--- src/rtl/mdio_eng_pkg.sv ---
`timescale 1ns/1ps
package mdio_eng_pkg;
   // register offsets: software decodes these, so they are fixed
   localparam logic [7:0] OFS_PHY  = 8'h6C;
   localparam logic [7:0] OFS_CTRL = 8'h70;
   localparam logic [7:0] OFS_REG  = 8'h71;
   localparam logic [7:0] OFS_DLO  = 8'h72;
   localparam logic [7:0] OFS_DHI  = 8'h73;

   // control bit positions
   localparam int B_MDC = 0;
   localparam int B_MDI = 1;
   localparam int B_MDO = 2;
   localparam int B_OE  = 3;
   localparam int B_MAN = 4;
   localparam int B_WR  = 5;
   localparam int B_RD  = 6;

   localparam int ADR_W      = 5;
   localparam int WORD_W     = 16;
   localparam int FRAME_BITS = 64;
   localparam int IDX_W      = $clog2(FRAME_BITS);
   localparam int TA_IDX     = 46;
   localparam int DATA_IDX   = 48;

   typedef struct packed {
      logic man;
      logic oe;
      logic mdo;
      logic mdc;
   } man_ctl_t;

   typedef enum logic {PH_IDLE = 1'b0, PH_SHIFT = 1'b1} phase_t;
endpackage

--- src/rtl/mdio_in_sync.sv ---
`timescale 1ns/1ps
module mdio_in_sync #(
   parameter int STAGES = 2
) (
   input  logic clk,
   input  logic rst_n,
   input  logic d,
   output logic q
);
   logic [STAGES-1:0] pipe;

   if (STAGES == 1) begin : g_one
      always_ff @(posedge clk or negedge rst_n)
         if (!rst_n) pipe <= '1;
         else        pipe <= d;
   end else begin : g_chain
      always_ff @(posedge clk or negedge rst_n)
         if (!rst_n) pipe <= '1;
         else        pipe <= {pipe[STAGES-2:0], d};
   end

   assign q = pipe[STAGES-1];
endmodule

--- src/rtl/mdio_clk_div.sv ---
`timescale 1ns/1ps
module mdio_clk_div #(
   parameter int CLK_DIV = 4
) (
   input  logic clk,
   input  logic rst_n,
   input  logic run,
   output logic mdc,
   output logic rise_t,
   output logic fall_t
);
   localparam int CNT_W = (CLK_DIV > 1) ? $clog2(CLK_DIV) : 1;
   localparam logic [CNT_W-1:0] CNT_LAST = CNT_W'(CLK_DIV - 1);

   logic [CNT_W-1:0] cnt;
   logic             mdc_q;
   logic             term;

   assign term   = run && (cnt == CNT_LAST);
   assign rise_t = term && !mdc_q;
   assign fall_t = term &&  mdc_q;
   assign mdc    = mdc_q;

   always_ff @(posedge clk or negedge rst_n) begin
      if (!rst_n) begin
         cnt   <= '0;
         mdc_q <= 1'b0;
      end else if (!run) begin
         cnt   <= '0;
         mdc_q <= 1'b0;
      end else if (term) begin
         cnt   <= '0;
         mdc_q <= ~mdc_q;
      end else begin
         cnt   <= cnt + 1'b1;
      end
   end
endmodule

--- src/rtl/mdio_frame_fsm.sv ---
`timescale 1ns/1ps
module mdio_frame_fsm
   import mdio_eng_pkg::*;
(
   input  logic              clk,
   input  logic              rst_n,
   input  logic              start,
   input  logic              is_rd,
   input  logic [ADR_W-1:0]  phy,
   input  logic [ADR_W-1:0]  regad,
   input  logic [WORD_W-1:0] wdata,
   input  logic              rise_t,
   input  logic              fall_t,
   input  logic              mdi_s,
   output logic              active,
   output logic              mdo,
   output logic              oe,
   output logic              done,
   output logic [WORD_W-1:0] rdata
);
   localparam logic [IDX_W-1:0] IDX_LAST = IDX_W'(FRAME_BITS - 1);
   localparam logic [IDX_W-1:0] IDX_TA   = IDX_W'(TA_IDX);
   localparam logic [IDX_W-1:0] IDX_DATA = IDX_W'(DATA_IDX);

   phase_t                phase;
   logic                  rd_q;
   logic [IDX_W-1:0]      idx;
   logic [FRAME_BITS-1:0] sr;
   logic [WORD_W-1:0]     rx;
   logic [FRAME_BITS-1:0] frame_w;

   assign frame_w = {32'hFFFF_FFFF, 2'b01,
                     is_rd ? 2'b10 : 2'b01,
                     phy, regad,
                     is_rd ? 2'b11 : 2'b10,
                     is_rd ? {WORD_W{1'b1}} : wdata};

   assign active = (phase == PH_SHIFT);
   assign done   = active && fall_t && (idx == IDX_LAST);
   assign mdo    = active ? sr[FRAME_BITS-1] : 1'b1;
   assign oe     = active && !(rd_q && (idx >= IDX_TA));
   assign rdata  = rx;

   always_ff @(posedge clk or negedge rst_n) begin
      if (!rst_n) begin
         phase <= PH_IDLE;
         rd_q  <= 1'b0;
         idx   <= '0;
         sr    <= '1;
         rx    <= '0;
      end else begin
         case (phase)
            PH_IDLE: if (start) begin
               phase <= PH_SHIFT;
               rd_q  <= is_rd;
               idx   <= '0;
               sr    <= frame_w;
            end
            PH_SHIFT: begin
               if (rise_t && rd_q && (idx >= IDX_DATA))
                  rx <= {rx[WORD_W-2:0], mdi_s};
               if (fall_t) begin
                  if (idx == IDX_LAST) begin
                     phase <= PH_IDLE;
                  end else begin
                     idx <= idx + 1'b1;
                     sr  <= {sr[FRAME_BITS-2:0], 1'b1};
                  end
               end
            end
            default: phase <= PH_IDLE;
         endcase
      end
   end
endmodule

--- src/rtl/mdio_regfile.sv ---
`timescale 1ns/1ps
module mdio_regfile
   import mdio_eng_pkg::*;
(
   input  logic              clk,
   input  logic              rst_n,
   input  logic              wr_en,
   input  logic [7:0]        addr,
   input  logic [7:0]        wdata,
   input  logic              done,
   input  logic [WORD_W-1:0] rx_word,
   input  logic              mdi_s,
   output logic [7:0]        rdata,
   output logic [ADR_W-1:0]  phy_q,
   output logic [ADR_W-1:0]  reg_q,
   output logic [WORD_W-1:0] data_q,
   output man_ctl_t          man_q,
   output logic              rd_go,
   output logic              wr_go,
   output logic              start,
   output logic              start_rd
);
   logic busy, wr_ok, ctrl_hit, cmd_rd, cmd_wr;

   assign busy     = rd_go | wr_go;
   assign wr_ok    = wr_en && !busy;
   assign ctrl_hit = wr_ok && (addr == OFS_CTRL);
   // manual mode suppresses commands; read wins over write
   assign cmd_rd   = wdata[B_RD] && !wdata[B_MAN];
   assign cmd_wr   = wdata[B_WR] && !wdata[B_RD] && !wdata[B_MAN];
   assign start    = ctrl_hit && (cmd_rd || cmd_wr);
   assign start_rd = cmd_rd;

   always_ff @(posedge clk or negedge rst_n) begin
      if (!rst_n) begin
         phy_q  <= '0;
         reg_q  <= '0;
         data_q <= '0;
         man_q  <= '0;
         rd_go  <= 1'b0;
         wr_go  <= 1'b0;
      end else if (done) begin
         if (rd_go) data_q <= rx_word;
         rd_go <= 1'b0;
         wr_go <= 1'b0;
      end else if (wr_ok) begin
         case (addr)
            OFS_PHY:  phy_q       <= wdata[ADR_W-1:0];
            OFS_REG:  reg_q       <= wdata[ADR_W-1:0];
            OFS_DLO:  data_q[7:0] <= wdata;
            OFS_DHI:  data_q[15:8] <= wdata;
            OFS_CTRL: begin
               man_q.man <= wdata[B_MAN];
               man_q.oe  <= wdata[B_OE];
               man_q.mdo <= wdata[B_MDO];
               man_q.mdc <= wdata[B_MDC];
               rd_go     <= cmd_rd;
               wr_go     <= cmd_wr;
            end
            default: ;
         endcase
      end
   end

   always_comb begin
      case (addr)
         OFS_PHY:  rdata = {{(8-ADR_W){1'b0}}, phy_q};
         OFS_REG:  rdata = {{(8-ADR_W){1'b0}}, reg_q};
         OFS_DLO:  rdata = data_q[7:0];
         OFS_DHI:  rdata = data_q[15:8];
         OFS_CTRL: rdata = {1'b0, rd_go, wr_go, man_q.man, man_q.oe,
                            man_q.mdo, mdi_s, man_q.mdc};
         default:  rdata = 8'h00;
      endcase
   end
endmodule

--- src/rtl/mdio_cmd_engine.sv ---
`timescale 1ns/1ps
module mdio_cmd_engine
   import mdio_eng_pkg::*;
#(
   parameter int CLK_DIV     = 4,
   parameter int SYNC_STAGES = 2
) (
   input  logic       clk,
   input  logic       rst_n,
   input  logic       reg_wr,
   input  logic [7:0] reg_addr,
   input  logic [7:0] reg_wdata,
   output logic [7:0] reg_rdata,
   output logic       mdc,
   output logic       mdio_o,
   output logic       mdio_oe,
   input  logic       mdio_i
);
   if (CLK_DIV < 2) begin : g_bad_div
      $error("CLK_DIV must be at least 2");
   end
   if (SYNC_STAGES < 1 || SYNC_STAGES >= CLK_DIV) begin : g_bad_sync
      $error("SYNC_STAGES must be in 1..CLK_DIV-1");
   end

   logic              mdi_s;
   logic [ADR_W-1:0]  phy_q, reg_q;
   logic [WORD_W-1:0] data_q, rx_word;
   man_ctl_t          man_q;
   logic              man_en;
   logic              rd_go, wr_go, busy, start, start_rd;
   logic              active, eng_mdo, eng_oe, done;
   logic              eng_mdc, rise_t, fall_t;

   mdio_in_sync #(.STAGES(SYNC_STAGES)) u_sync (
      .clk(clk), .rst_n(rst_n), .d(mdio_i), .q(mdi_s));

   mdio_regfile u_regs (
      .clk(clk), .rst_n(rst_n), .wr_en(reg_wr), .addr(reg_addr),
      .wdata(reg_wdata), .done(done), .rx_word(rx_word), .mdi_s(mdi_s),
      .rdata(reg_rdata), .phy_q(phy_q), .reg_q(reg_q), .data_q(data_q),
      .man_q(man_q), .rd_go(rd_go), .wr_go(wr_go), .start(start),
      .start_rd(start_rd));

   mdio_clk_div #(.CLK_DIV(CLK_DIV)) u_div (
      .clk(clk), .rst_n(rst_n), .run(active), .mdc(eng_mdc),
      .rise_t(rise_t), .fall_t(fall_t));

   mdio_frame_fsm u_fsm (
      .clk(clk), .rst_n(rst_n), .start(start), .is_rd(start_rd),
      .phy(phy_q), .regad(reg_q), .wdata(data_q), .rise_t(rise_t),
      .fall_t(fall_t), .mdi_s(mdi_s), .active(active), .mdo(eng_mdo),
      .oe(eng_oe), .done(done), .rdata(rx_word));

   assign busy    = rd_go | wr_go;
   assign man_en  = man_q.man;
   assign mdc     = man_en ? man_q.mdc : eng_mdc;
   assign mdio_o  = man_en ? man_q.mdo : eng_mdo;
   assign mdio_oe = man_en ? man_q.oe  : eng_oe;
endmodule

--- config.mk ---
export PLATFORM = sky130hd
export DESIGN_NAME = mdio_cmd_engine
export DESIGN_NICKNAME = d
export VERILOG_FILES = /design/src/rtl/mdio_eng_pkg.sv /design/src/rtl/mdio_in_sync.sv /design/src/rtl/mdio_clk_div.sv /design/src/rtl/mdio_frame_fsm.sv /design/src/rtl/mdio_regfile.sv /design/src/rtl/mdio_cmd_engine.sv
export SDC_FILE = /design/constraint.sdc
export NUM_CORES = 1
export LEC_CHECK = 0
export BUFFER_PORTS_ARGS = -buffer_cell sky130_fd_sc_hd__buf_2
export CAP_MARGIN = 5
export CORE_UTILIZATION = 45
export DETAILED_ROUTE_END_ITERATION = 8
export PLACE_DENSITY = 0.61
export SYNTH_ARGS = -nofsm -noshare
export SYNTH_HDL_FRONTEND = slang
export SYNTH_SLANG_ARGS = --single-unit
--- constraint.sdc ---
create_clock -name clk -period 3.27 [get_ports clk]
set_clock_uncertainty 0.1 [all_clocks]
set_input_delay 0.1635 -clock clk [delete_from_list [all_inputs] [get_ports clk]]
set_output_delay 0.1635 -clock clk [all_outputs]
set_load 0.05 [all_outputs]
After elaboration in Yosys (flattened, before gate mapping). Cells that the tools add are included.

Register bits: 125. Input bits: 20. Output and inout bits: 11.

$add $sub $neg: 2. Magnitude comparators: 2. Eq/ne operators: 12. Multiplexer cells: 35. Bitwise operators: 4. Reductions and logical operators: 34.

Operators with widths (number): 64-bit two-way mux (3); 64-bit case mux with 2 select lines (1); 16-bit two-way mux (4); 8-bit by 7-bit equality test with 1-bit output, second input constant (5); 8-bit case mux with 5 select lines (1); 6-bit two-way mux (3); 3-bit AND reduction (6); 1-bit two-way mux (16); 8-bit two-way mux (2); 1-bit logical AND (15); 6-bit >= comparator, second input constant (2); 6-bit case mux with 2 select lines (1); 2-bit nonzero test (4); 6-bit by 1-bit adder with 6-bit output, second input constant (1); 6-bit equality test, second input constant (1); 2-bit two-way mux (3); 2-bit != test, second input constant (3); 2-bit AND reduction (3); 1-bit logical NOT (5); 2-bit by 1-bit != test with 1-bit output, second input constant (2); 1-bit inverter (3); 2-bit by 1-bit adder with 2-bit output, second input constant (1); 2-bit equality test, second input constant (1); 1-bit case mux with 2 select lines (1); other kinds (2) (2).

Longest topological paths before layout.
Depth after elaboration: 7. Gate-level depth with buffers: 7. Mapped depth without buffers: 6.

Cells and area by module. Synthesis repeated with hierarchy kept, for this count alone.

Cells, all modules: 519. Area, all modules: 6341.1 µm².

Modules (own cells, without submodules): mdio_frame_fsm (times used 1, cells each 346, area each 4319.1 µm²); mdio_regfile (times used 1, cells each 157, area each 1800.5 µm²); mdio_clk_div (times used 1, cells each 11, area each 135.1 µm²); mdio_in_sync (times used 1, cells each 2, area each 52.6 µm²); mdio_cmd_engine (times used 1, cells each 3, area each 33.8 µm²).

Worst setup path before layout. No wires, ideal clock.

Kind: reg2out. From: register u_fsm.idx[0]. To: output mdio_oe. Arrival: 2115 ps. Required time: 3007 ps. Path slack: 891 ps. Cell stages (with the launch flop): 7. Path buffers: 0. Cells stage by stage: dfrtp_1 -> inv_1 -> ha_1 -> o211a_1 -> o211ai_1 -> nand2_1 -> o21ai_0.

Word-level cells in the longest chain between the ends: 5.

RTL lines: start: declaration (line mdio_frame_fsm.sv:27) `logic [IDX_W-1:0] idx;`; start signal: assignment (line mdio_frame_fsm.sv:66) `idx <= idx + 1'b1;`; 6-bit >= comparator (line mdio_frame_fsm.sv:41) `assign oe = active && !(rd_q && (idx >= IDX_TA));`; 1-bit logical AND (line mdio_frame_fsm.sv:41); 1-bit logical NOT (line mdio_frame_fsm.sv:41); 1-bit logical AND (line mdio_frame_fsm.sv:41); 1-bit two-way mux (line mdio_cmd_engine.sv:59) `assign mdio_oe = man_en ? man_q.oe : eng_oe;`; end: declaration (line mdio_cmd_engine.sv:16) `output logic mdio_oe,`.

Every way passes these cells.

Worst setup path after layout.
From: register u_fsm.idx[0]. To: register u_fsm.sr[60].

Word-level cells in the longest chain between the ends: 3.

RTL lines: 6-bit equality test (line mdio_frame_fsm.sv:63) `if (idx == IDX_LAST) begin`; 2-bit != test (no source line); 3-bit AND reduction (no source line); end signal: assignment (line mdio_frame_fsm.sv:57) `sr <= frame_w;`; end signal: assignment (line mdio_frame_fsm.sv:67) `sr <= {sr[FRAME_BITS-2:0], 1'b1};`; end: declaration (line mdio_frame_fsm.sv:28) `logic [FRAME_BITS-1:0] sr;`.

Every way passes these cells. A chain may end at the register's enable or synchronous reset.

==> results.py <==
metrics = {
    "run_status": {
        "outcome": "finished clean",
    },
    "final_layout": {
        "flow.area_growth_from_synthesis_pct": 16.8,
        "layout.nets": 554,
        "antenna-diode-count": 0,
        "final-seq-area_sq_um": 3210,
        "layout.cell_area.non_filler_sq_um": 7090,
        "post_route_cells_drive_above_1_share_pct": 36.8,
        "post_layout_nonfiller_instances": 720,
        "area_of_combinational_cells_with_multiple_inputs_sq_um": 2660,
        "filler_cell_count": 1107,
    },
    "yosys": {
        "synthesized_area_fraction_occupied_by_ao_oa_aoi_and_oai_cells_pct": 17.9,
        "netlist_area_sq_um": 6070,
        "synth.top_cell.area_share_pct": 28.6,
        "synth-seq-cells": 125,
        "yosys.area_share.adder_pct": 0.618,
        "ys_top_cells_by_area": "sky130_fd_sc_hd__dfstp_2 (29%), sky130_fd_sc_hd__dfrtp_1 (24%), sky130_fd_sc_hd__mux2i_1 (6.4%)",
        "synth_async_sr_flop_share_pct": 100,
        "synth-edff-count": 0,
        "synth.mux.area_fraction_pct": 14.5,
        "synth_top_family_by_area": "compound AO/OA/AOI/OAI gates",
        "synth_fp_nets": 516,
        "number_of_instances_in_the_synthesized_netlist": 493,
        "synth_top_cell_by_area": "sky130_fd_sc_hd__dfstp_2",
        "total_of_warnings_raised_by_yosys": 0,
        "ys_types": 61,
        "synth-xor-area-share_pct": 0.144,
        "dominantRegCellSynth": "sky130_fd_sc_hd__dfstp_2",
        "syn_avg_cell_area_sq_um": 12.3,
        "seq_area_frac_synth_pct": 52.9,
        "synth_simple_gate_area_share_pct": 10.3,
    },
    "timing": {
        "post-route-period-util_pct": 74.4,
        "finalSetupViolCount": 0,
        "finalCriticalPeriod_ns": 2.43,
        "max_slew_headroom_pct": 22.2,
        "setup-tns-final_ns": 0,
        "final_max_slew_viol_count": 0,
        "post_route_setup_slack_ns": 0.836,
        "maxClockFrequency_ghz": 0.411,
        "unrepaired_setup_endpoints_after_global_routing": "false",
        "tightest_slew_ns": 1.16,
        "timing.final.hold_violations": 0,
    },
    "global_routing": {
        "grt_pass1_vias": 4301,
        "grt_util_all_layers_pct": 21.4,
        "grt_max_degree": 54,
        "grt_pass1_wl_mm": 22.8,
        "grt_remaining_overflow": 0,
        "antenna_found_initial": 0,
    },
    "worst_setup_path": {
        "critical_path.endpoint_type": "flop",
        "worst_setup_path_startpoint": "u_fsm.idx[0]",
        "worst-setup-path-type": "reg -> reg",
        "cp.arrival_ns": 2.65,
        "setup.reg_to_reg.worst_slack_ns": 0.84,
        "largest_driver_fanout_on_the_critical_path": 19,
        "critPathRequiredTime_ns": 3.49,
        "timing.rr.start": "u_fsm.idx[0]",
        "worst_setup_path_start_kind": "flop",
    },
    "power": {
        "combinational_power_share_pct": 3.0,
        "vdd_ir_drop_max_mv": 0.335,
        "cell_internal_pwr_w": 0.00292,
        "design_power_total_w": 0.00368,
        "power.switching_w": 0.000758,
        "pwr-share-clk_pct": 54.0,
        "static-leakage-power_nw": 2.93,
        "power_frac_seq_pct": 43.0,
        "switching_share_pct": 20.6,
        "power_per_cell_area_nw_per_um2": 519,
    },
    "drt": {
        "antenna_violating_nets_post_route": 0,
        "postRouteWirelength_mm": 13.8,
        "dr_total_vias": 4297,
        "drt-pass1-iter-count": 5,
        "drt_iter0_markers": 253,
        "wire_per_inst_microns": 19.2,
        "avgViaCountPerCell": 5.97,
        "drc_errors": 0,
    },
    "placement": {
        "dp_worst_setup_slack_ns": 0.826,
        "dpl.cell_count": 681,
        "finalWeightedCongestion": 0.819,
        "post_place_cell_area_sq_um": 6390,
        "place_hpwl_mm": 9.36,
        "port_buffers": 30,
    },
    "clock_network": {
        "resized_after_cts": 0,
        "clock_latency_ns": 0.42,
        "cts_tree": "yes",
        "cts_root_buf": "sky130_fd_sc_hd__clkbuf_16",
        "cts.sinks": 125,
        "cts.clk_slew.worst_paths_ns": 0.05,
        "tritoncts.num_buffers": 17,
        "htreeDepth": 4,
        "clock_tree.buffer_depth": 2,
    },
    "die": {
        "fp.dieH_microns": 118,
        "die_width_microns": 118,
        "rows": 42,
        "core_area_sq_um": 13200,
        "floorplan.initialDensity_pct": 46.0,
        "die-area_sq_um": 14000,
        "i_o_pins": 31,
    },
    "min_path": {
        "hold_path_startpoint": "reg_wdata[5]",
        "min-delay-path-class": "in -> reg",
    },
    "run": {
        "max_cap_violations": 0,
    },
}
critical path, stage by stage (launching register included):
cell and delay, ns:
sky130_fd_sc_hd__dfrtp_1 0.42, sky130_fd_sc_hd__ha_1 0.25, sky130_fd_sc_hd__and3_1 0.25, sky130_fd_sc_hd__a21oi_4 0.66, sky130_fd_sc_hd__buf_4 0.34, sky130_fd_sc_hd__mux2i_1 0.22
sky130_fd_sc_hd__a2bb2oi_1 0.09
worst paths after layout:
check | end | depth (start not counted)
worst max-delay path | u_fsm.sr[60] | 6
min in group asynchronous | u_regs.phy_q[2] | 2
worst min-delay path | u_fsm.rd_q | 4
max in group asynchronous | u_sync.pipe[0] | 3
worst min register to register | u_sync.pipe[1] | 0
worst max register to register | u_fsm.sr[60] | 6
Yosys cell counts (2+ instances only):
| master | count |
|---|---|
| sky130_fd_sc_hd__mux2i_1 | 39 |
| sky130_fd_sc_hd__mux2_2 | 27 |
| sky130_fd_sc_hd__nor4_4 | 3 |
| sky130_fd_sc_hd__buf_6 | 4 |
| sky130_fd_sc_hd__and3_1 | 3 |
| sky130_fd_sc_hd__nor3b_1 | 2 |
| sky130_fd_sc_hd__buf_2 | 10 |
| sky130_fd_sc_hd__nand3_1 | 20 |
| sky130_fd_sc_hd__o22a_1 | 3 |
| sky130_fd_sc_hd__or2_2 | 2 |
| sky130_fd_sc_hd__o211ai_1 | 4 |
| sky130_fd_sc_hd__or2b_1 | 3 |
| sky130_fd_sc_hd__clkbuf_1 | 11 |
| sky130_fd_sc_hd__inv_1 | 18 |
| sky130_fd_sc_hd__mux4_2 | 5 |
| sky130_fd_sc_hd__a2bb2oi_1 | 33 |
| sky130_fd_sc_hd__o31a_1 | 2 |
| sky130_fd_sc_hd__dfstp_2 | 66 |
| sky130_fd_sc_hd__nand2_1 | 14 |
| sky130_fd_sc_hd__o21ai_1 | 13 |
| sky130_fd_sc_hd__mux2_4 | 5 |
| sky130_fd_sc_hd__nand4_1 | 2 |
| sky130_fd_sc_hd__nand2b_1 | 4 |
| sky130_fd_sc_hd__dfrtp_1 | 59 |
| sky130_fd_sc_hd__a22o_1 | 5 |
| sky130_fd_sc_hd__ha_1 | 3 |
| sky130_fd_sc_hd__nand3_2 | 2 |
| sky130_fd_sc_hd__nor3_1 | 4 |
| sky130_fd_sc_hd__o21ai_0 | 12 |
| sky130_fd_sc_hd__o211a_1 | 3 |
| sky130_fd_sc_hd__buf_1 | 2 |
| sky130_fd_sc_hd__o221a_2 | 10 |
| sky130_fd_sc_hd__and2_1 | 10 |
| sky130_fd_sc_hd__nor2_1 | 16 |
| sky130_fd_sc_hd__o22ai_1 | 27 |
| sky130_fd_sc_hd__a221o_1 | 8 |
| sky130_fd_sc_hd__a21oi_1 | 15 |
power by group through the flow:
stage | clock [W] | combinational, W | sequential, W
final | 0.00199 | 0.000110 | 0.00158
after global placement | 0 | 0.000103 | 0.00161
after global routing | 0.00210 | 0.000123 | 0.00158
after floorplan | 0 | 0.0000391 | 0.00160
after CTS | 0.00203 | 0.000112 | 0.00158
after detailed placement | 0 | 0.000105 | 0.00161
per-stage QoR:
| step | hold slack [ns] | utilization, % |
|---|---|---|
| 2_1_floorplan | -0.232 | - |
| 6_report | 0.0344 | 53.8 |
| 3_3_place_gp | 0.137 | 48.5 |
| 4_1_cts | 0.0127 | 53.8 |
| 3_5_place_dp | 0.138 | 48.5 |
| 5_1_grt | 0.0207 | 53.8 |
cell type report:
class	count	area share, %
sequential	125	45.3
inverter	18	0.953
multi-input combinational	322	37.5
clock buffer	21	6.49
clock inverter	11	2.35
tap	176	3.11
timing repair buffer	47	4.38
routing by layer:
| metal | wire length, microns | track usage (%) |
|---|---|---|
| met5 | 0 | 0 |
| met4 | 263 | 8.01 |
| met3 | 621 | 5.84 |
| met2 | 6700 | 33.2 |
| met1 | 6250 | 28.7 |
cell families (layout without fill, tap and decap cells):
group / count (synthesis) / count (layout)
DFF: 125 / 125
muxes: 76 / 76
buffers and inverters: 46 / 97
AOI/OAI and AO/OA: 143 / 143
and+or+nand+nor: 99 / 99
adders and majority gates: 3 / 3
xor gates and xnor gates: 1 / 1
what timing repair did:
action                                 in CTS  in global routing
setup buffers                               0                  0
hold buffers                                7                  0
endpoints found under the hold margin      46                  0
registers in the layout, indices dropped and copies added (netlist names):
name	flops
u_fsm.sr	64
u_fsm.rdata	16
u_regs.data_q	16
u_fsm.idx	6
u_regs.phy_q	5
u_regs.reg_q	5
u_regs.man_q	4
u_div.cnt	2
u_sync.pipe	2
u_div.mdc	1
u_fsm.active	1
u_fsm.rd_q	1
u_regs.rd_go	1
u_regs.wr_go	1
layout by cell type (no fill, tap or decap), drive strengths merged, types with 18 or more instances in the layout:
cell / Yosys / layout
inv: 18 / 18
dfstp: 66 / 66
a2bb2oi: 33 / 33
dfrtp: 59 / 59
nand3: 22 / 22
mux2i: 39 / 39
o21ai: 26 / 26
buf: 17 / 40
clkbuf: 11 / 21
o22ai: 27 / 27
mux2: 32 / 32
Power figures use the tool's default switching activity.
